==> src/rtl/lcdtg_pkg.sv <==
package lcdtg_pkg;

    localparam int PORCH_W = 8;
    localparam int ACT_W   = 11;
    localparam int DIV_W   = 8;
    localparam int ADDR_W  = 2;
    localparam int DATA_W  = 3 * PORCH_W;
    localparam int CNT_W   = (ACT_W > PORCH_W) ? ACT_W : PORCH_W;

    localparam logic [ADDR_W-1:0] A_CTRL = 2'd0;
    localparam logic [ADDR_W-1:0] A_HTIM = 2'd1;
    localparam logic [ADDR_W-1:0] A_VTIM = 2'd2;
    localparam logic [ADDR_W-1:0] A_SIZE = 2'd3;

    typedef enum logic [1:0] {
        PH_SYNC  = 2'd0,
        PH_BACK  = 2'd1,
        PH_ACT   = 2'd2,
        PH_FRONT = 2'd3
    } phase_t;

    typedef struct packed {
        logic [PORCH_W-1:0] sync_m1;
        logic [PORCH_W-1:0] back_m1;
        logic [PORCH_W-1:0] front_m1;
        logic [ACT_W-1:0]   act_m1;
    } axis_cfg_t;

    // packed so that bit 0 is run, bits [14:7] the divider
    typedef struct packed {
        logic [DIV_W-1:0] div_m1;
        logic             inv_pclk;
        logic             inv_de;
        logic             inv_hs;
        logic             inv_vs;
        logic             irq_en;
        logic             oe;
        logic             run;
    } ctrl_t;

    localparam int CTRL_W = $bits(ctrl_t);

    function automatic axis_cfg_t with_porches(axis_cfg_t c, logic [DATA_W-1:0] w);
        axis_cfg_t r;
        r          = c;
        r.sync_m1  = w[PORCH_W-1:0];
        r.back_m1  = w[2*PORCH_W-1:PORCH_W];
        r.front_m1 = w[3*PORCH_W-1:2*PORCH_W];
        return r;
    endfunction

    function automatic phase_t next_phase(phase_t p);
        case (p)
            PH_SYNC: return PH_BACK;
            PH_BACK: return PH_ACT;
            PH_ACT:  return PH_FRONT;
            default: return PH_SYNC;
        endcase
    endfunction

    function automatic logic [CNT_W-1:0] phase_len(axis_cfg_t c, phase_t p);
        case (p)
            PH_SYNC: return CNT_W'(c.sync_m1);
            PH_BACK: return CNT_W'(c.back_m1);
            PH_ACT:  return CNT_W'(c.act_m1);
            default: return CNT_W'(c.front_m1);
        endcase
    endfunction

endpackage

==> src/rtl/lcdtg_regs.sv <==
module lcdtg_regs
    import lcdtg_pkg::*;
(
    input  logic              clk,
    input  logic              rst,
    input  logic              we,
    input  logic [ADDR_W-1:0] addr,
    input  logic [DATA_W-1:0] wdata,
    input  logic              load,
    output ctrl_t             ctrl_q,
    output ctrl_t             ctrl_nx,
    output axis_cfg_t         h_s,
    output axis_cfg_t         v_s,
    output logic [DIV_W-1:0]  div_s,
    output logic              oe_f
);

    axis_cfg_t h_q, v_q, h_nx, v_nx;

    always_comb begin
        ctrl_nx = ctrl_q;
        h_nx    = h_q;
        v_nx    = v_q;
        if (we) begin
            case (addr)
                A_CTRL: ctrl_nx = ctrl_t'(wdata[CTRL_W-1:0]);
                A_HTIM: h_nx = with_porches(h_q, wdata);
                A_VTIM: v_nx = with_porches(v_q, wdata);
                default: begin
                    h_nx.act_m1 = wdata[ACT_W-1:0];
                    v_nx.act_m1 = wdata[2*ACT_W-1:ACT_W];
                end
            endcase
        end
    end

    always_ff @(posedge clk) begin
        if (rst) begin
            ctrl_q <= '0;
            h_q    <= '0;
            v_q    <= '0;
            h_s    <= '0;
            v_s    <= '0;
            div_s  <= '0;
            oe_f   <= 1'b0;
        end else begin
            ctrl_q <= ctrl_nx;
            h_q    <= h_nx;
            v_q    <= v_nx;
            if (load) begin
                h_s   <= h_nx;
                v_s   <= v_nx;
                div_s <= ctrl_nx.div_m1;
            end
            if (!ctrl_nx.run)
                oe_f <= 1'b0;
            else if (load)
                oe_f <= ctrl_nx.oe;
        end
    end

    // working timing copies only move at a frame start
    p_shadow_hold_r9: assert property (@(posedge clk) disable iff (rst)
        !load |=> ($stable(h_s) && $stable(v_s) && $stable(div_s)));

    // output-enable copy holds through a running frame
    p_oe_hold_r8: assert property (@(posedge clk) disable iff (rst)
        (ctrl_nx.run && !load) |=> $stable(oe_f));

endmodule

==> src/rtl/lcdtg_clkdiv.sv <==
module lcdtg_clkdiv
    import lcdtg_pkg::*;
(
    input  logic             clk,
    input  logic             rst,
    input  logic             en,
    input  logic             clr,
    input  logic [DIV_W-1:0] div_m1,
    output logic             tick,
    output logic             pclk_hi
);

    logic [DIV_W-1:0] dcnt;
    logic [DIV_W:0]   half;

    assign half    = ({1'b0, div_m1} + (DIV_W+1)'(2)) >> 1;
    assign tick    = en && (dcnt == div_m1);
    assign pclk_hi = en && ({1'b0, dcnt} < half);

    always_ff @(posedge clk) begin
        if (rst || clr)
            dcnt <= '0;
        else if (tick)
            dcnt <= '0;
        else if (en)
            dcnt <= dcnt + DIV_W'(1);
    end

    // with a ratio above one, strobes never sit on adjacent cycles
    p_ce_gap_r2: assert property (@(posedge clk) disable iff (rst)
        (tick && !clr && div_m1 != '0) |=> !tick);

    // each pixel period opens with the clock high
    p_pclk_open_r3: assert property (@(posedge clk) disable iff (rst)
        (tick && !clr) |=> pclk_hi);

endmodule

==> src/rtl/lcdtg_axis.sv <==
module lcdtg_axis
    import lcdtg_pkg::*;
(
    input  logic      clk,
    input  logic      rst,
    input  logic      clr,
    input  logic      step,
    input  axis_cfg_t cfg,
    output phase_t    phase,
    output logic      last
);

    logic [CNT_W-1:0] cnt;
    logic             end_of_phase;

    assign end_of_phase = (cnt == phase_len(cfg, phase));
    assign last         = (phase == PH_FRONT) && end_of_phase;

    always_ff @(posedge clk) begin
        if (rst || clr) begin
            phase <= PH_SYNC;
            cnt   <= '0;
        end else if (step) begin
            if (end_of_phase) begin
                phase <= next_phase(phase);
                cnt   <= '0;
            end else begin
                cnt <= cnt + CNT_W'(1);
            end
        end
    end

    // R4 (and R5 through the vertical instance): parts follow in fixed order
    p_phase_seq_r4: assert property (@(posedge clk) disable iff (rst)
        (!$past(clr) && phase != $past(phase)) |-> (phase == next_phase($past(phase))));

endmodule

==> src/rtl/lcd_timing_gen.sv <==
module lcd_timing_gen
    import lcdtg_pkg::*;
(
    input  logic        clk,
    input  logic        rst,
    input  logic        cfg_we,
    input  logic [1:0]  cfg_addr,
    input  logic [23:0] cfg_wdata,
    output logic        pix_ce_o,
    output logic        pclk_o,
    output logic        hsync_o,
    output logic        vsync_o,
    output logic        de_o,
    output logic        frame_irq_o
);

    ctrl_t            ctrl_q, ctrl_nx;
    axis_cfg_t        h_s, v_s;
    logic [DIV_W-1:0] div_s;
    logic             oe_f;
    logic             tick, pclk_hi;
    logic             start_evt, restart, frame_wrap;
    logic             h_step, v_step, h_last, v_last;
    phase_t           h_phase, v_phase;
    logic             hs_raw, vs_raw, de_raw, irq_q;

    assign v_step     = h_step && h_last;
    assign frame_wrap = v_step && v_last;
    assign h_step     = tick;
    assign start_evt  = ctrl_nx.run && (!ctrl_q.run || frame_wrap);
    assign restart    = start_evt || !ctrl_nx.run;

    lcdtg_regs u_regs (
        .clk     (clk),
        .rst     (rst),
        .we      (cfg_we),
        .addr    (cfg_addr),
        .wdata   (cfg_wdata),
        .load    (start_evt),
        .ctrl_q  (ctrl_q),
        .ctrl_nx (ctrl_nx),
        .h_s     (h_s),
        .v_s     (v_s),
        .div_s   (div_s),
        .oe_f    (oe_f)
    );

    lcdtg_clkdiv u_div (
        .clk     (clk),
        .rst     (rst),
        .en      (ctrl_q.run),
        .clr     (restart),
        .div_m1  (div_s),
        .tick    (tick),
        .pclk_hi (pclk_hi)
    );

    lcdtg_axis u_hax (
        .clk   (clk),
        .rst   (rst),
        .clr   (restart),
        .step  (h_step),
        .cfg   (h_s),
        .phase (h_phase),
        .last  (h_last)
    );

    lcdtg_axis u_vax (
        .clk   (clk),
        .rst   (rst),
        .clr   (restart),
        .step  (v_step),
        .cfg   (v_s),
        .phase (v_phase),
        .last  (v_last)
    );

    always_ff @(posedge clk) begin
        if (rst)
            irq_q <= 1'b0;
        else
            irq_q <= start_evt && ctrl_nx.irq_en;
    end

    assign hs_raw = ctrl_q.run && (h_phase == PH_SYNC);
    assign vs_raw = ctrl_q.run && (v_phase == PH_SYNC);
    assign de_raw = ctrl_q.run && oe_f && (h_phase == PH_ACT) && (v_phase == PH_ACT);

    assign hsync_o     = hs_raw ^ ctrl_q.inv_hs;
    assign vsync_o     = vs_raw ^ ctrl_q.inv_vs;
    assign de_o        = de_raw ^ ctrl_q.inv_de;
    assign pclk_o      = pclk_hi ^ ctrl_q.inv_pclk;
    assign pix_ce_o    = tick;
    assign frame_irq_o = irq_q;

    // the frame-start pulse lasts one cycle
    p_irq_pulse_r10: assert property (@(posedge clk) disable iff (rst)
        irq_q |=> !irq_q);

    // the pulse coincides with the first cycle of both syncs
    p_irq_at_start_r10: assert property (@(posedge clk) disable iff (rst)
        irq_q |-> (hs_raw && vs_raw));

    // the data window never overlaps either sync
    p_de_excl_r6: assert property (@(posedge clk) disable iff (rst)
        de_raw |-> (!hs_raw && !vs_raw));

    // a stop request quiets the raster on the next cycle
    p_stop_quiet_r11: assert property (@(posedge clk) disable iff (rst)
        (ctrl_q.run && !ctrl_nx.run) |=> (!hs_raw && !vs_raw && !de_raw && !pclk_hi && !tick));

endmodule

==> config.mk <==
export PLATFORM = sky130hd
export DESIGN_NAME = lcd_timing_gen
export DESIGN_NICKNAME = d
export VERILOG_FILES = /design/src/rtl/lcdtg_pkg.sv /design/src/rtl/lcdtg_regs.sv /design/src/rtl/lcdtg_clkdiv.sv /design/src/rtl/lcdtg_axis.sv /design/src/rtl/lcd_timing_gen.sv
export SDC_FILE = /design/constraint.sdc
export NUM_CORES = 1
export LEC_CHECK = 0
export CAP_MARGIN = 40
export CORE_ASPECT_RATIO = 0.7
export CORE_MARGIN = 4
export CORE_UTILIZATION = 55
export DETAILED_ROUTE_END_ITERATION = 10
export PLACE_DENSITY = 0.81
export SLEW_MARGIN = 20
export SYNTH_ARGS = -nofsm -noshare
export SYNTH_HDL_FRONTEND = slang
export SYNTH_SLANG_ARGS = --single-unit
==> constraint.sdc <==
create_clock -name clk -period 4.6 [get_ports clk]
set_input_delay 0.69 -clock clk [delete_from_list [all_inputs] [get_ports clk]]
set_output_delay 0.69 -clock clk [all_outputs]
set_load 0.02 [all_outputs]
Word level (Yosys, flattened, before mapping)
Cells that the tools add are included.
{"block": "word_totals", "romBits": 0, "latch_bits": 0, "mem_count": 0, "ramBits": 0, "word_cells": 94, "out_inout_bits": 6, "reg_bits": 199, "inputBits": 29}
{"block": "classes", "n_lt_le_gt_ge": 1, "reduce_logical": 27, "n_eq_ne": 11, "div": 0, "add_sub_neg": 4, "n_mux": 14, "n_bitwise": 5, "shift": 0, "mul": 0}
{"op": "$mux 35", "count": 2}
{"op": "$pmux 11 s3", "count": 2}
{"op": "$mux 24", "count": 2}
{"op": "$mux 11", "count": 4}
{"op": "$mux 15", "count": 2}
{"op": "$add 11x1->11 const B", "count": 2}
{"op": "$eq 11x11->1", "count": 2}
{"op": "$logic_and 1x1->1", "count": 13}
{"op": "$pmux 2 s3", "count": 2}
{"op": "$eq 2x2->1 const B", "count": 5}
{"op": "$add 8x2->9 const B", "count": 1}
{"op": "$add 8x1->8 const B", "count": 1}
{"op": "$eq 8x8->1", "count": 1}
{"op": "$lt 8x8->1", "count": 1}
{"op": "$eq 2x1->1 const B", "count": 3}
{"op": "$logic_not 2->1", "count": 3}
{"op": "$reduce_and 2->1", "count": 3}
{"op": "$reduce_or 2->1", "count": 2}
{"op": "$xor 1x1->1", "count": 4}
{"op": "$logic_or 1x1->1", "count": 3}
{"op": "$reduce_or 3->1", "count": 1}
{"op": "$logic_not 1->1", "count": 2}
{"op": "$not 1->1", "count": 1}

Logic depth before layout (Yosys ltp)
Gate-level depths: netlist of run 1.
{"block": "depth", "word_depth": 11, "mapped_depth": 12, "ltp_nobuf": 10}

Hierarchy
Synthesis of run 1 repeated with hierarchy kept, for this count alone.
{"block": "hier_totals", "cells_unflattened": 894, "area_unflattened_um2": 8609.5}
{"module": "lcdtg_regs", "seq_area_each_um2": 3283.1, "cells_per_inst": 551, "instances": 1, "area_per_inst_um2": 5647.9}
{"module": "lcdtg_axis at u_vax", "seq_area_each_um2": 260.2, "cells_per_inst": 125, "instances": 1, "area_per_inst_um2": 1078.5}
{"module": "lcdtg_axis at u_hax", "seq_area_each_um2": 260.2, "cells_per_inst": 124, "instances": 1, "area_per_inst_um2": 1077.3}
{"module": "lcdtg_clkdiv", "seq_area_each_um2": 160.2, "cells_per_inst": 79, "instances": 1, "area_per_inst_um2": 681.9}
{"module": "lcd_timing_gen", "seq_area_each_um2": 20.0, "cells_per_inst": 15, "instances": 1, "area_per_inst_um2": 123.9}

Least setup slack after synthesis of run 1
OpenSTA, ideal clock, no wires.
{"block": "synth_path", "kind": "register -> register", "startpoint": "reg u_hax.phase[0]", "endpoint": "reg u_vax.cnt[5]", "arrival_time_ns": 2.938, "synth_period_minus_slack_ns": 3.010, "t_required_ns": 4.529, "path_buffers": 2, "setup_time_ns": 0.071, "stages_incl_launch_ff": 12, "setup_slack_ns": 1.590, "cell_sequence": "dfxtp_1 > inv_1 > ha_1 > buf_6 > a222oi_1 > mux2i_1 > nor2b_1 > or3_4 > or4_4 > buf_6 > or4_1 > a21oi_1"}
{"block": "synth_between", "elab_chain_len": 10, "elab_cells_between_ends": 13, "classes_between": "4 x eq/ne; 1 x mux; 8 x reduce/logical"}
{"element": "start, declared", "line_no": "lcdtg_axis.sv:9", "source": "output phase_t phase,"}
{"element": "start signal, assigned", "line_no": "lcdtg_axis.sv:25", "source": "phase <= next_phase(phase);"}
{"element": "$eq 2x2->1 (tied with other cells)", "line_no": "lcdtg_pkg.sv:62", "source": "case (p)"}
{"element": "$pmux 11 s3", "line_no": "lcdtg_pkg.sv:62"}
{"element": "$eq 11x11->1", "line_no": "lcdtg_axis.sv:16", "source": "assign end_of_phase = (cnt == phase_len(cfg, phase));"}
{"element": "$logic_and 1x1->1 *", "line_no": "lcdtg_axis.sv:17", "source": "assign last = (phase == PH_FRONT) && end_of_phase;"}
{"element": "$logic_and 1x1->1 *", "line_no": "lcd_timing_gen.sv:27", "source": "assign v_step = h_step && h_last;"}
{"element": "$logic_and 1x1->1", "line_no": "lcd_timing_gen.sv:28", "source": "assign frame_wrap = v_step && v_last;"}
{"element": "$logic_or 1x1->1", "line_no": "lcd_timing_gen.sv:30", "source": "assign start_evt = ctrl_nx.run && (!ctrl_q.run || frame_wrap);"}
{"element": "$logic_and 1x1->1", "line_no": "lcd_timing_gen.sv:30"}
{"element": "$logic_or 1x1->1", "line_no": "lcd_timing_gen.sv:31", "source": "assign restart = start_evt || !ctrl_nx.run;"}
{"element": "$logic_or 1x1->1", "line_no": "lcdtg_axis.sv:20", "source": "if (rst || clr) begin"}
{"element": "end signal, assigned", "line_no": "lcdtg_axis.sv:28", "source": "cnt <= cnt + CNT_W'(1);"}
{"element": "end, declared", "line_no": "lcdtg_axis.sv:13", "source": "logic [CNT_W-1:0] cnt;"}
Every way passes the cells marked *; elsewhere a longest branch is shown, timed or not.
A chain may end at the register's enable or synchronous reset.

Final worst setup path of run 1
{"block": "layout_path", "startpoint": "reg u_regs.div_s[1]", "endpoint": "out pclk_o"}
{"block": "layout_between", "elab_chain_len": 4}
{"element": "start, declared", "line_no": "lcdtg_regs.sv:14", "source": "output logic [DIV_W-1:0] div_s,"}
{"element": "start signal, assigned", "line_no": "lcdtg_regs.sv:53", "source": "div_s <= ctrl_nx.div_m1;"}
{"element": "$add 8x2->9", "line_no": "lcdtg_clkdiv.sv:16", "source": "assign half = ({1'b0, div_m1} + (DIV_W+1)'(2)) >> 1;"}
{"element": "$lt 8x8->1", "line_no": "lcdtg_clkdiv.sv:18", "source": "assign pclk_hi = en && ({1'b0, dcnt} < half);"}
{"element": "$logic_and 1x1->1", "line_no": "lcdtg_clkdiv.sv:18"}
{"element": "$xor 1x1->1", "line_no": "lcd_timing_gen.sv:92", "source": "assign pclk_o = pclk_hi ^ ctrl_q.inv_pclk;"}
{"element": "end, declared", "line_no": "lcd_timing_gen.sv:10", "source": "output logic pclk_o,"}
No other way between the ends.

==> results of run 1 <==
## sequential cells by signal, indices dropped and copies added, names as in the netlist
register and flops:
u_regs.h_q 35, u_regs.v_q 35, u_regs.h_s 35, u_vax.cnt 11
u_hax.phase 2, u_regs.oe_f 1, u_regs.v_s 35, u_regs.ctrl_q 15
frame_irq_o 1, u_hax.cnt 11, u_vax.phase 2, u_regs.div_s 8
u_div.dcnt 8
## worst max-delay path: cells and delay by family, from the launching register on
family / cells / cell delay (ns)
AND/OR/NAND/NOR: 3 / 0.62
flip-flops: 1 / 0.45
buffers and inverters: 1 / 0.56
multiplexers: 1 / 0.37
AO/OA/AOI/OAI: 3 / 0.56
adder cells (fa/ha/maj): 1 / 0.32
## cells in the final DEF, fill, tap and decap left out, drive strengths merged, types with 5 or more instances in the layout
| cell | netlist | routed |
|---|---|---|
| mux2i | 92 | 92 |
| inv | 23 | 30 |
| nor4 | 5 | 5 |
| mux2 | 79 | 79 |
| xnor2 | 26 | 26 |
| nor2b | 80 | 80 |
| dfxtp | 199 | 199 |
| o21ai | 13 | 13 |
| nor2 | 126 | 126 |
| nand2 | 18 | 18 |
| clkdlybuf4s50 | 0 | 33 |
| and3 | 6 | 6 |
| xor2 | 22 | 22 |
| buf | 11 | 16 |
| ha | 21 | 21 |
| clkinv | 0 | 5 |
| nand4 | 12 | 12 |
| or3 | 7 | 7 |
| clkbuf | 39 | 18 |
| or4 | 7 | 7 |
| a21oi | 21 | 21 |
| a222oi | 15 | 15 |
| nor3 | 6 | 6 |
| nand3 | 17 | 17 |
| a22oi | 5 | 5 |
## area by class of cell
type,count,share of cell area [%]
Sequential cell,199,39.9
Timing Repair Buffer,49,5.07
Clock inverter,14,1.37
Tap cell,200,2.50
Clock buffer,18,4.40
Multi-Input combinational cell,616,45.9
Inverter,23,0.864
## through the flow
stage	total power [W]	utilization [%]	cells	setup slack (ns)	cell area [um2]
floorplan	0.00194	-	888	1.59	8840
global placement	0.00201	59.7	1083	0.830	9340
detailed placement	0.00202	60.0	1086	0.775	9390
CTS	0.00344	63.7	1118	0.564	9960
global route	0.00354	63.9	1119	0.337	9990
finish	0.00343	63.9	1119	0.593	9990
## power by group
group | internal, W | leakage (nW) | switching [W] | total [W]
Combinational | 0.0000963 | 2.35 | 0.000121 | 0.000217
Clock | 0.000735 | 0.279 | 0.000706 | 0.00144
Sequential | 0.00176 | 1.61 | 0.0000142 | 0.00177
Total | 0.00259 | 4.24 | 0.000841 | 0.00343
## worst paths after layout
kind	from	to	slack, ns	cells past startpoint
worst min register to register	u_regs.ctrl_q[1]	u_regs.ctrl_q[1]	0.49	2
worst min-delay path	u_regs.ctrl_q[1]	u_regs.ctrl_q[1]	0.49	2
worst max-delay path	u_regs.div_s[1]	pclk_o	0.59	9
worst max register to register	u_hax.phase[0]	u_regs.oe_f	1.05	9
## logic make-up (layout without fill, tap and decap cells)
logic type,after synthesis,after routing
simple gates,298,298
flops,199,199
mux,171,171
compound gates,78,78
buf+inv,73,104
xor+xnor,48,48
fa+ha+maj,21,21
## per-layer routing
metal | vias up | wire (um)
li1 | 3114 | -
met1 | 3054 | 9930
met2 | 134 | 8670
met3 | 26 | 1170
met4 | 2 | 248
met5 | - | 13
==> flow_metrics.py, run 1 <==
metrics = {
    "outcome": {
        "status": "finished, final reports clean",
    },
    "yosys": {
        "syn-instance-count": 888,
        "synth_common_cells": "sky130_fd_sc_hd__dfxtp_1 (199), sky130_fd_sc_hd__nor2_1 (126), sky130_fd_sc_hd__mux2i_1 (92), sky130_fd_sc_hd__nor2b_1 (80), sky130_fd_sc_hd__mux2_2 (79)",
        "yosys.area_share.simple_pct": 17.2,
        "number_of_enable_flip_flop_cells_after_synthesis": 0,
        "post-synth-top-area-fraction_pct": 45.0,
        "ys_seq_area_share_pct": 45.0,
        "yosys-mux-area-fraction_pct": 20.5,
        "post_synth_num_cell_types": 48,
        "yosys.cell_count.top_type": "sky130_fd_sc_hd__dfxtp_1",
        "synth_fp_nets": 938,
        "synth_top_family_by_area": "multiplexers",
        "dominantRegCellSynth": "sky130_fd_sc_hd__dfxtp_1",
        "yosys.area.top_type": "sky130_fd_sc_hd__dfxtp_1",
        "yosysWarnings": 0,
        "fraction_of_the_mapped_netlist_area_in_compound_gates_pct": 6.21,
        "synth-xor-area-share_pct": 4.75,
        "post_synth_fa_ha_maj_area_fraction_pct": 2.97,
        "synth-seq-cells": 199,
        "synthTopCellsByArea": "sky130_fd_sc_hd__dfxtp_1 (45%), sky130_fd_sc_hd__mux2i_1 (10%), sky130_fd_sc_hd__mux2_2 (10%)",
        "post_synthesis_cell_area_mm2": 0.00884,
        "syn_area_per_cell_um2": 9.96,
        "synth-async-reset-ratio_pct": 0,
    },
    "global_routing": {
        "grt_pass1_vias": 6140,
        "gr-total-overflow": 0,
        "first_pass_grt_wire_length_um": 32800,
        "grt_util_met2_pct": 34.1,
        "overall_global_routing_resource_usage_pct": 22.5,
        "grt_antenna_before_repair": 1,
        "grt_max_degree": 57,
        "globalRouteMet1Util_pct": 33.5,
        "grt_util_met3_pct": 4.50,
        "global_route.peak_usage_layer": "met2",
    },
    "clock_network": {
        "cts.hold.buffers_added": 0,
        "worst_skew_pair.late_latency_ns": 0.43,
        "ctsResizeCount": 0,
        "tritoncts.num_buffers": 17,
        "clock_tree.buffer_depth": 2,
        "clock_sink_count": 199,
        "clk_pin_slew_ns": 0.08,
        "cts_h_tree_depth": 4,
        "post_cts.repair.setup_buffers": 0,
        "cts_root_buffer": "sky130_fd_sc_hd__clkbuf_16",
        "tritoncts_clock_tree": "yes",
    },
    "timing": {
        "setup_repair_after_global_routing_missed_its_margin": "false",
        "worstMarginPinSlew_ns": 0.773,
        "fin_skew_ns": 0.0120,
        "hold_viol": 0,
        "achievable_freq_mhz": 250,
        "worst_hold_slack_ns": 0.490,
        "min_period_ns": 4.01,
        "final.setup.tns_ns": 0,
        "finalCritPeriodShare_pct": 87.1,
        "slew_viol_final": 0,
        "setup_viol_count_final": 0,
        "maxSlewHeadroom_pct": 48.0,
    },
    "layout": {
        "nFillCells": 1247,
        "nNetsFinal": 956,
        "layout_overhead_on_the_synthesized_area_pct": 13.0,
        "multi_input_comb_area_mm2": 0.00459,
        "register_area_mm2": 0.00398,
        "n_antenna_cell": 0,
        "fraction_of_layout_instances_using_a_drive_strength_above_1_pct": 15.0,
    },
    "die": {
        "io_pins": 35,
        "row_count": 38,
        "core_area_mm2": 0.0156,
        "initial_core_util_pct": 56.5,
        "die_height_um": 114,
        "die_width_um": 160,
        "die_area_mm2": 0.0182,
    },
    "worst_hold_path": {
        "hold_path_class": "reg2reg",
    },
    "placement": {
        "dp_hpwl_um": 13900,
        "io_buffer_count": 34,
        "finalWeightedCongestion": 0.852,
    },
    "routing": {
        "drt-wirelength-per-cell_um": 17.9,
        "num_vias": 6330,
        "final_antenna_net_count": 0,
        "drtIter0Drc": 510,
        "avgViaCountPerCell": 5.66,
        "route.final.wire_length_um": 20000,
        "firstDrtPassIters": 5,
        "drt_drc_violations_left": 0,
    },
    "power": {
        "vdd_drop_max_mv": 0.212,
        "leakagePower_nw": 4.24,
        "power_density_mw_per_mm2": 343,
    },
    "critical_path": {
        "worst_ep_arrival_time_ns": 3.32,
        "crit_path_end_kind": "output pin",
        "timing.critical_path.from_type": "flip-flop",
        "critical_path_required_ns": 3.91,
        "critical_path_class": "reg2out",
        "crit_path_cell_trace": "and3_1, nand3_1, or2_2, ha_1, a211oi_1, mux2_2, a41oi_1, o211ai_1, clkdlybuf4s50_1",
        "critPathMaxFanout": 6,
        "critPathSlowestCell": "sky130_fd_sc_hd__clkdlybuf4s50_1",
        "cp_slowest_stage_delay_ns": 0.56,
    },
    "run": {
        "timing.max_cap.violations": 0,
    },
}
Note: power is estimated with default switching activity, not from simulation.
==> inputs of run 2 (changes only) <==
--- a/config.mk
+++ b/config.mk
@@ -10,7 +10,9 @@
 export CORE_MARGIN = 4
 export CORE_UTILIZATION = 55
 export DETAILED_ROUTE_END_ITERATION = 10
-export PLACE_DENSITY = 0.81
+export DONT_BUFFER_PORTS = 1
+export PLACE_DENSITY = 0.78
+export SKIP_LAST_GASP = 1
 export SLEW_MARGIN = 20
 export SYNTH_ARGS = -nofsm -noshare
 export SYNTH_HDL_FRONTEND = slang
==> run 2 against run 1 <==
- non-clock buffer count fell by 39
- register-to-register slack got worse by 0.10 ns
- clock power rose by 6%
- sequential share of layout area rose by 1.6 points
- first-iteration DRC count rose by 30%
- clock skew fell by 0.0011 ns
- die area did not move
- cell area fell by 3.8%
- cell count fell by 3.5%
- flip-flop and latch count did not move
- critical path type is now reg2reg
- critical endpoint is now u_regs.h_s[10]
==> flow_metrics.py, run 2 (same netlist as run 1, synthesis figures left out) <==
metrics = {
    "power": {
        "pwr-share-comb_pct": 4.2,
        "net_load_switching_power_w": 0.000785,
        "power_w": 0.00344,
        "leakagePower_nw": 4.09,
        "netSwitchingFraction_pct": 22.8,
        "power_density_mw_per_mm2": 358,
        "internal_power_w": 0.00265,
        "vdd_drop_max_mv": 0.206,
        "clk_network_pwr_share_pct": 44.4,
        "seqPwrFrac_pct": 51.5,
    },
    "timing": {
        "final.setup.tns_ns": 0,
        "hold_viol": 0,
        "maxSlewHeadroom_pct": 49.8,
        "achievable_freq_mhz": 274,
        "finalCritPeriodShare_pct": 79.4,
        "setup_viol_count_final": 0,
        "worstMarginPinSlew_ns": 0.747,
        "slew_viol_final": 0,
        "min_period_ns": 3.65,
        "setup_repair_after_global_routing_missed_its_margin": "false",
        "fin_skew_ns": 0.0109,
    },
    "clock_network": {
        "clock_sink_count": 199,
        "post_cts.repair.setup_buffers": 0,
        "cts_h_tree_depth": 4,
        "cts.hold.buffers_added": 0,
        "clk_pin_slew_ns": 0.08,
        "ctsResizeCount": 0,
        "clock_tree.buffer_depth": 2,
        "worst_skew_pair.late_latency_ns": 0.44,
        "tritoncts.num_buffers": 17,
        "cts_root_buffer": "sky130_fd_sc_hd__clkbuf_16",
        "tritoncts_clock_tree": "yes",
    },
    "critical_path": {
        "worst_ep_arrival_time_ns": 3.98,
        "critical_path_required_ns": 4.92,
        "r2r-end": "u_regs.h_s[10]",
        "critPathMaxFanout": 64,
        "crit_path_end_kind": "flip-flop",
        "rrSetupSlack_ns": 0.95,
        "startpoint": "u_hax.phase[0]",
        "critical_path_class": "reg2reg",
        "timing.critical_path.from_type": "flip-flop",
        "reg2regPathDepth": 10,
        "setup.worst_path.end": "u_regs.h_s[10]",
        "crit-reg2reg-launch": "u_hax.phase[0]",
    },
    "routing": {
        "drt-wirelength-per-cell_um": 18.5,
        "drtIter0Drc": 663,
        "route.final.wire_length_um": 19900,
        "final_antenna_net_count": 0,
        "avgViaCountPerCell": 5.74,
        "firstDrtPassIters": 6,
        "num_vias": 6195,
        "drt_drc_violations_left": 0,
    },
    "global_routing": {
        "grt_max_degree": 167,
        "overall_global_routing_resource_usage_pct": 22.2,
        "grt_pass1_vias": 5760,
        "first_pass_grt_wire_length_um": 31900,
        "gr-total-overflow": 0,
        "grt_antenna_before_repair": 0,
    },
    "outcome": {
        "status": "finished, final reports clean",
    },
    "die": {
        "initial_core_util_pct": 56.5,
        "io_pins": 35,
        "core_area_mm2": 0.0156,
        "die_area_mm2": 0.0182,
        "row_count": 38,
        "die_height_um": 114,
        "die_width_um": 160,
    },
    "layout": {
        "n_antenna_cell": 0,
        "nNetsFinal": 917,
        "layout.cells.most_common": "sky130_fd_sc_hd__dfxtp_1",
        "layout.cells.most_common_list": "sky130_fd_sc_hd__dfxtp_1 (199), sky130_fd_sc_hd__nor2_1 (126), sky130_fd_sc_hd__mux2i_1 (92), sky130_fd_sc_hd__nor2b_1 (80), sky130_fd_sc_hd__mux2_2 (79)",
        "fraction_of_layout_instances_using_a_drive_strength_above_1_pct": 15.0,
        "layout_overhead_on_the_synthesized_area_pct": 8.63,
        "stdcell_area_mm2": 0.00961,
    },
    "worst_hold_path": {
        "hold_path_class": "in2reg",
    },
    "placement": {
        "post_placement_cell_area_mm2": 0.00897,
        "dp_hpwl_um": 13500,
        "io_buffer_count": 0,
        "finalWeightedCongestion": 0.907,
    },
    "run": {
        "timing.max_cap.violations": 0,
    },
}
[run 2: per-layer routing]
| metal | share of wire (%) | GRT usage, % | wire [um] |
|---|---|---|---|
| met3 | 6.4 | 5.18 | 1280 |
| met5 | 0 | 0 | 0 |
| met2 | 43 | 33.0 | 8600 |
| met1 | 50 | 33.0 | 9900 |
| met4 | 0.78 | 5.20 | 156 |
[run 2: final cells by class]
class / count / area, um2
flip-flops and latches: 199 / 3980
repair buffers: 10 / 96.3
inverters: 23 / 86.3
multi-input cells: 616 / 4590
clock inverters: 14 / 164
well taps: 200 / 250
fillers: 1301 / 6030
clock buffers: 18 / 439
[run 2: how the worst min path moves through the flow]
| stage | depth (start not counted) | from | end |
|---|---|---|---|
| 3_5_place_dp | 2 | u_regs.oe_f | u_regs.oe_f |
| 5_1_grt | 1 | rst | u_regs.ctrl_q[4] |
| 2_1_floorplan | 2 | u_regs.oe_f | u_regs.oe_f |
| 3_3_place_gp | 2 | u_regs.ctrl_q[1] | u_regs.ctrl_q[1] |
| 6_report | 1 | rst | u_regs.ctrl_q[4] |
| 4_1_cts | 1 | rst | u_regs.ctrl_q[4] |
[run 2: metrics by stage]
step	std cells	setup WS (ns)	hold WS, ns	utilization [%]
4_1_cts	1077	0.975	0.316	61.2
2_1_floorplan	888	1.59	0.447	-
5_1_grt	1080	0.750	0.299	61.4
3_3_place_gp	1045	1.13	0.463	57.4
6_report	1080	0.946	0.315	61.4
3_5_place_dp	1045	1.10	0.471	57.4
[run 2: power groups by stage]
stage,Combinational (W),Clock [W],Sequential [W]
2_1_floorplan,0.000132,0,0.00180
3_3_place_gp,0.000137,0,0.00181
3_5_place_dp,0.000141,0,0.00181
4_1_cts,0.000142,0.00154,0.00177
5_1_grt,0.000155,0.00162,0.00177
6_report,0.000143,0.00153,0.00177
[run 2: worst max-delay path, cell delays in order, from the launching register on]
cell and delay (ns):
sky130_fd_sc_hd__dfxtp_1 0.41, sky130_fd_sc_hd__inv_1 0.09, sky130_fd_sc_hd__ha_1 0.36, sky130_fd_sc_hd__a222oi_1 0.71
sky130_fd_sc_hd__a211oi_1 0.16, sky130_fd_sc_hd__a31oi_1 0.23, sky130_fd_sc_hd__nand3_1 0.15, sky130_fd_sc_hd__nor4_2 0.68
sky130_fd_sc_hd__a21oi_4 0.13, sky130_fd_sc_hd__buf_12 0.24, sky130_fd_sc_hd__mux2_2 0.32
==> inputs of run 3 (changes only) <==
--- a/config.mk
+++ b/config.mk
@@ -11,7 +11,7 @@
 export CORE_UTILIZATION = 55
 export DETAILED_ROUTE_END_ITERATION = 10
 export DONT_BUFFER_PORTS = 1
-export PLACE_DENSITY = 0.78
+export PLACE_DENSITY = 0.81
 export SKIP_LAST_GASP = 1
 export SLEW_MARGIN = 20
 export SYNTH_ARGS = -nofsm -noshare
==> constraint.sdc (replaced) <==
create_clock -name clk -period 3.15 [get_ports clk]
set_input_delay 0.4725 -clock clk [delete_from_list [all_inputs] [get_ports clk]]
set_output_delay 0.4725 -clock clk [all_outputs]
set_load 0.02 [all_outputs]
==> run 3 against run 2 <==
- utilization up 4.5 points
- total power up 50%
- critical path type is now reg2out
- via count up 4.8%
- first-iteration DRC count up 4.8%
- cell area up 7.3%
- non-clock buffer count up 47
- flip-flop and latch count unchanged
- clock power up 52%
- die area unchanged
==> flow_metrics.py, run 3 (same netlist as run 1, synthesis figures left out) <==
metrics = {
    "routing": {
        "drt_drc_violations_left": 0,
        "drt-wirelength-per-cell_um": 19.0,
        "route.final.wire_length_um": 21400,
        "firstDrtPassIters": 5,
        "avgViaCountPerCell": 5.76,
        "drtIter0Drc": 695,
        "final_antenna_net_count": 0,
        "num_vias": 6493,
    },
    "critical_path": {
        "critPathSlowestCell": "sky130_fd_sc_hd__dfxtp_4",
        "timing.critical_path.from_type": "flip-flop",
        "critPathMaxFanout": 5,
        "crit_path_end_kind": "output pin",
        "worst_ep_arrival_time_ns": 2.60,
        "cp_slowest_stage_delay_ns": 0.40,
        "crit_path_cell_trace": "and3_1, nand3_2, or2_4, ha_4, a211oi_4, mux2_4, a41oi_2, o211ai_1",
        "critical_path_required_ns": 2.68,
        "critical_path_class": "reg2out",
    },
    "power": {
        "leakagePower_nw": 4.39,
        "vdd_drop_max_mv": 0.332,
        "power_density_mw_per_mm2": 500,
    },
    "placement": {
        "finalWeightedCongestion": 0.888,
        "dp_hpwl_um": 13800,
        "io_buffer_count": 0,
        "post_placement_cell_area_mm2": 0.00919,
    },
    "layout": {
        "multi_input_comb_area_mm2": 0.00478,
        "layout.cells.most_common_list": "sky130_fd_sc_hd__dfxtp_1 (193), sky130_fd_sc_hd__nor2_1 (126), sky130_fd_sc_hd__mux2i_1 (91), sky130_fd_sc_hd__nor2b_1 (80), sky130_fd_sc_hd__mux2_2 (78)",
        "nFillCells": 1181,
        "layout.cells.most_common": "sky130_fd_sc_hd__dfxtp_1",
        "layout_overhead_on_the_synthesized_area_pct": 16.6,
        "nNetsFinal": 965,
        "n_antenna_cell": 0,
        "stdcell_area_mm2": 0.0103,
        "fraction_of_layout_instances_using_a_drive_strength_above_1_pct": 23.1,
        "register_area_mm2": 0.00400,
        "final_util_pct": 65.9,
    },
    "clock_network": {
        "clk_pin_slew_ns": 0.07,
        "tritoncts.num_buffers": 17,
        "cts_h_tree_depth": 4,
        "cts_root_buffer": "sky130_fd_sc_hd__clkbuf_16",
        "cts.hold.buffers_added": 0,
        "tritoncts_clock_tree": "yes",
        "clock_sink_count": 199,
        "clock_tree.buffer_depth": 2,
        "worst_skew_pair.late_latency_ns": 0.44,
    },
    "die": {
        "initial_core_util_pct": 56.5,
        "die_area_mm2": 0.0182,
        "core_area_mm2": 0.0156,
        "io_pins": 35,
        "row_count": 38,
        "die_height_um": 114,
        "die_width_um": 160,
    },
    "global_routing": {
        "gr-total-overflow": 0,
        "grt_max_degree": 167,
        "grt_pass1_vias": 6003,
        "grt_antenna_before_repair": 0,
        "overall_global_routing_resource_usage_pct": 22.2,
        "first_pass_grt_wire_length_um": 32100,
    },
    "outcome": {
        "status": "finished, final reports clean",
    },
    "timing": {
        "setup_viol_count_final": 0,
        "achievable_freq_mhz": 325,
        "slew_viol_final": 0,
        "worst_hold_slack_ns": 0.102,
        "finalCritPeriodShare_pct": 97.7,
        "setup_repair_after_global_routing_missed_its_margin": "true",
        "hold_viol": 0,
        "fin_skew_ns": 0.0119,
        "worstMarginPinSlew_ns": 0.660,
        "maxSlewHeadroom_pct": 55.7,
        "min_period_ns": 3.08,
    },
    "worst_hold_path": {
        "hold_path_class": "in2reg",
    },
    "run": {
        "timing.max_cap.violations": 0,
    },
}
[run 3: cell types whose count changed in the layout (fill, tap and decap cells not counted), moves of 6 or more]
cell / previous run / this run
sky130_fd_sc_hd__dfxtp_1: 199 / 193
sky130_fd_sc_hd__or4_4: 1 / 7
sky130_fd_sc_hd__ha_1: 21 / 14
sky130_fd_sc_hd__buf_4: 6 / 43
[run 3: worst paths after layout]
check | slack [ns] | from | cells after the start | end
setup reg to reg | 0.09 | u_hax.phase[0] | 15 | u_regs.h_s[26]
hold / removal | 0.10 | rst | 1 | u_regs.ctrl_q[2]
hold reg to reg | 0.47 | u_regs.oe_f | 2 | u_regs.oe_f
setup / recovery | 0.07 | u_regs.div_s[2] | 8 | pclk_o
[run 3: stage by stage]
step	setup TNS, ns	power, W	setup WS [ns]	instances
2_1_floorplan	0	0.00283	0.140	888
3_3_place_gp	0	0.00285	0.0446	1070
3_5_place_dp	-0.134	0.00286	-0.0487	1070
4_1_cts	0	0.00516	0.00126	1109
5_1_grt	-0.805	0.00531	-0.0862	1128
6_report	0	0.00516	0.0730	1128
[run 3: critical path, delay by kind of cell, from the launching register on]
kind	cells	cell delay [ns]
flip-flops	1	0.40
AND/OR/NAND/NOR	3	0.56
AO/OA/AOI/OAI	3	0.64
adder cells (fa/ha/maj)	1	0.24
multiplexers	1	0.33
[run 3: where the power goes]
group	switching [W]	internal, W	leakage [nW]
logic	0.000126	0.000126	2.47
clock network	0.000987	0.00134	0.305
registers	0.0000208	0.00256	1.61
total	0.00113	0.00403	4.39
[run 3: what timing repair did]
action	in CTS	in global routing
buffers inserted	6	13
pin swaps	4	27
cloned	1	6
endpoints found under the setup margin	5	106
resized for setup	11	43
[run 3: layout make-up]
cell class	instances	share of cell area [%]
Inverter	23	0.837
Tap cell	200	2.43
Clock inverter	14	1.89
Timing Repair Buffer	57	5.48
Clock buffer	18	4.16
Sequential cell	199	38.8
Multi-Input combinational cell	617	46.4
[run 3: layer usage]
| layer | track usage, % | share of wire, % | vias to the layer above |
|---|---|---|---|
| met2 | 33.5 | 43 | 197 |
| met5 | 0 | 0 | - |
| met4 | 6.18 | 1.3 | 0 |
| met1 | 32.3 | 48 | 3129 |
| li1 | - | - | 3142 |
| met3 | 4.82 | 7.6 | 25 |
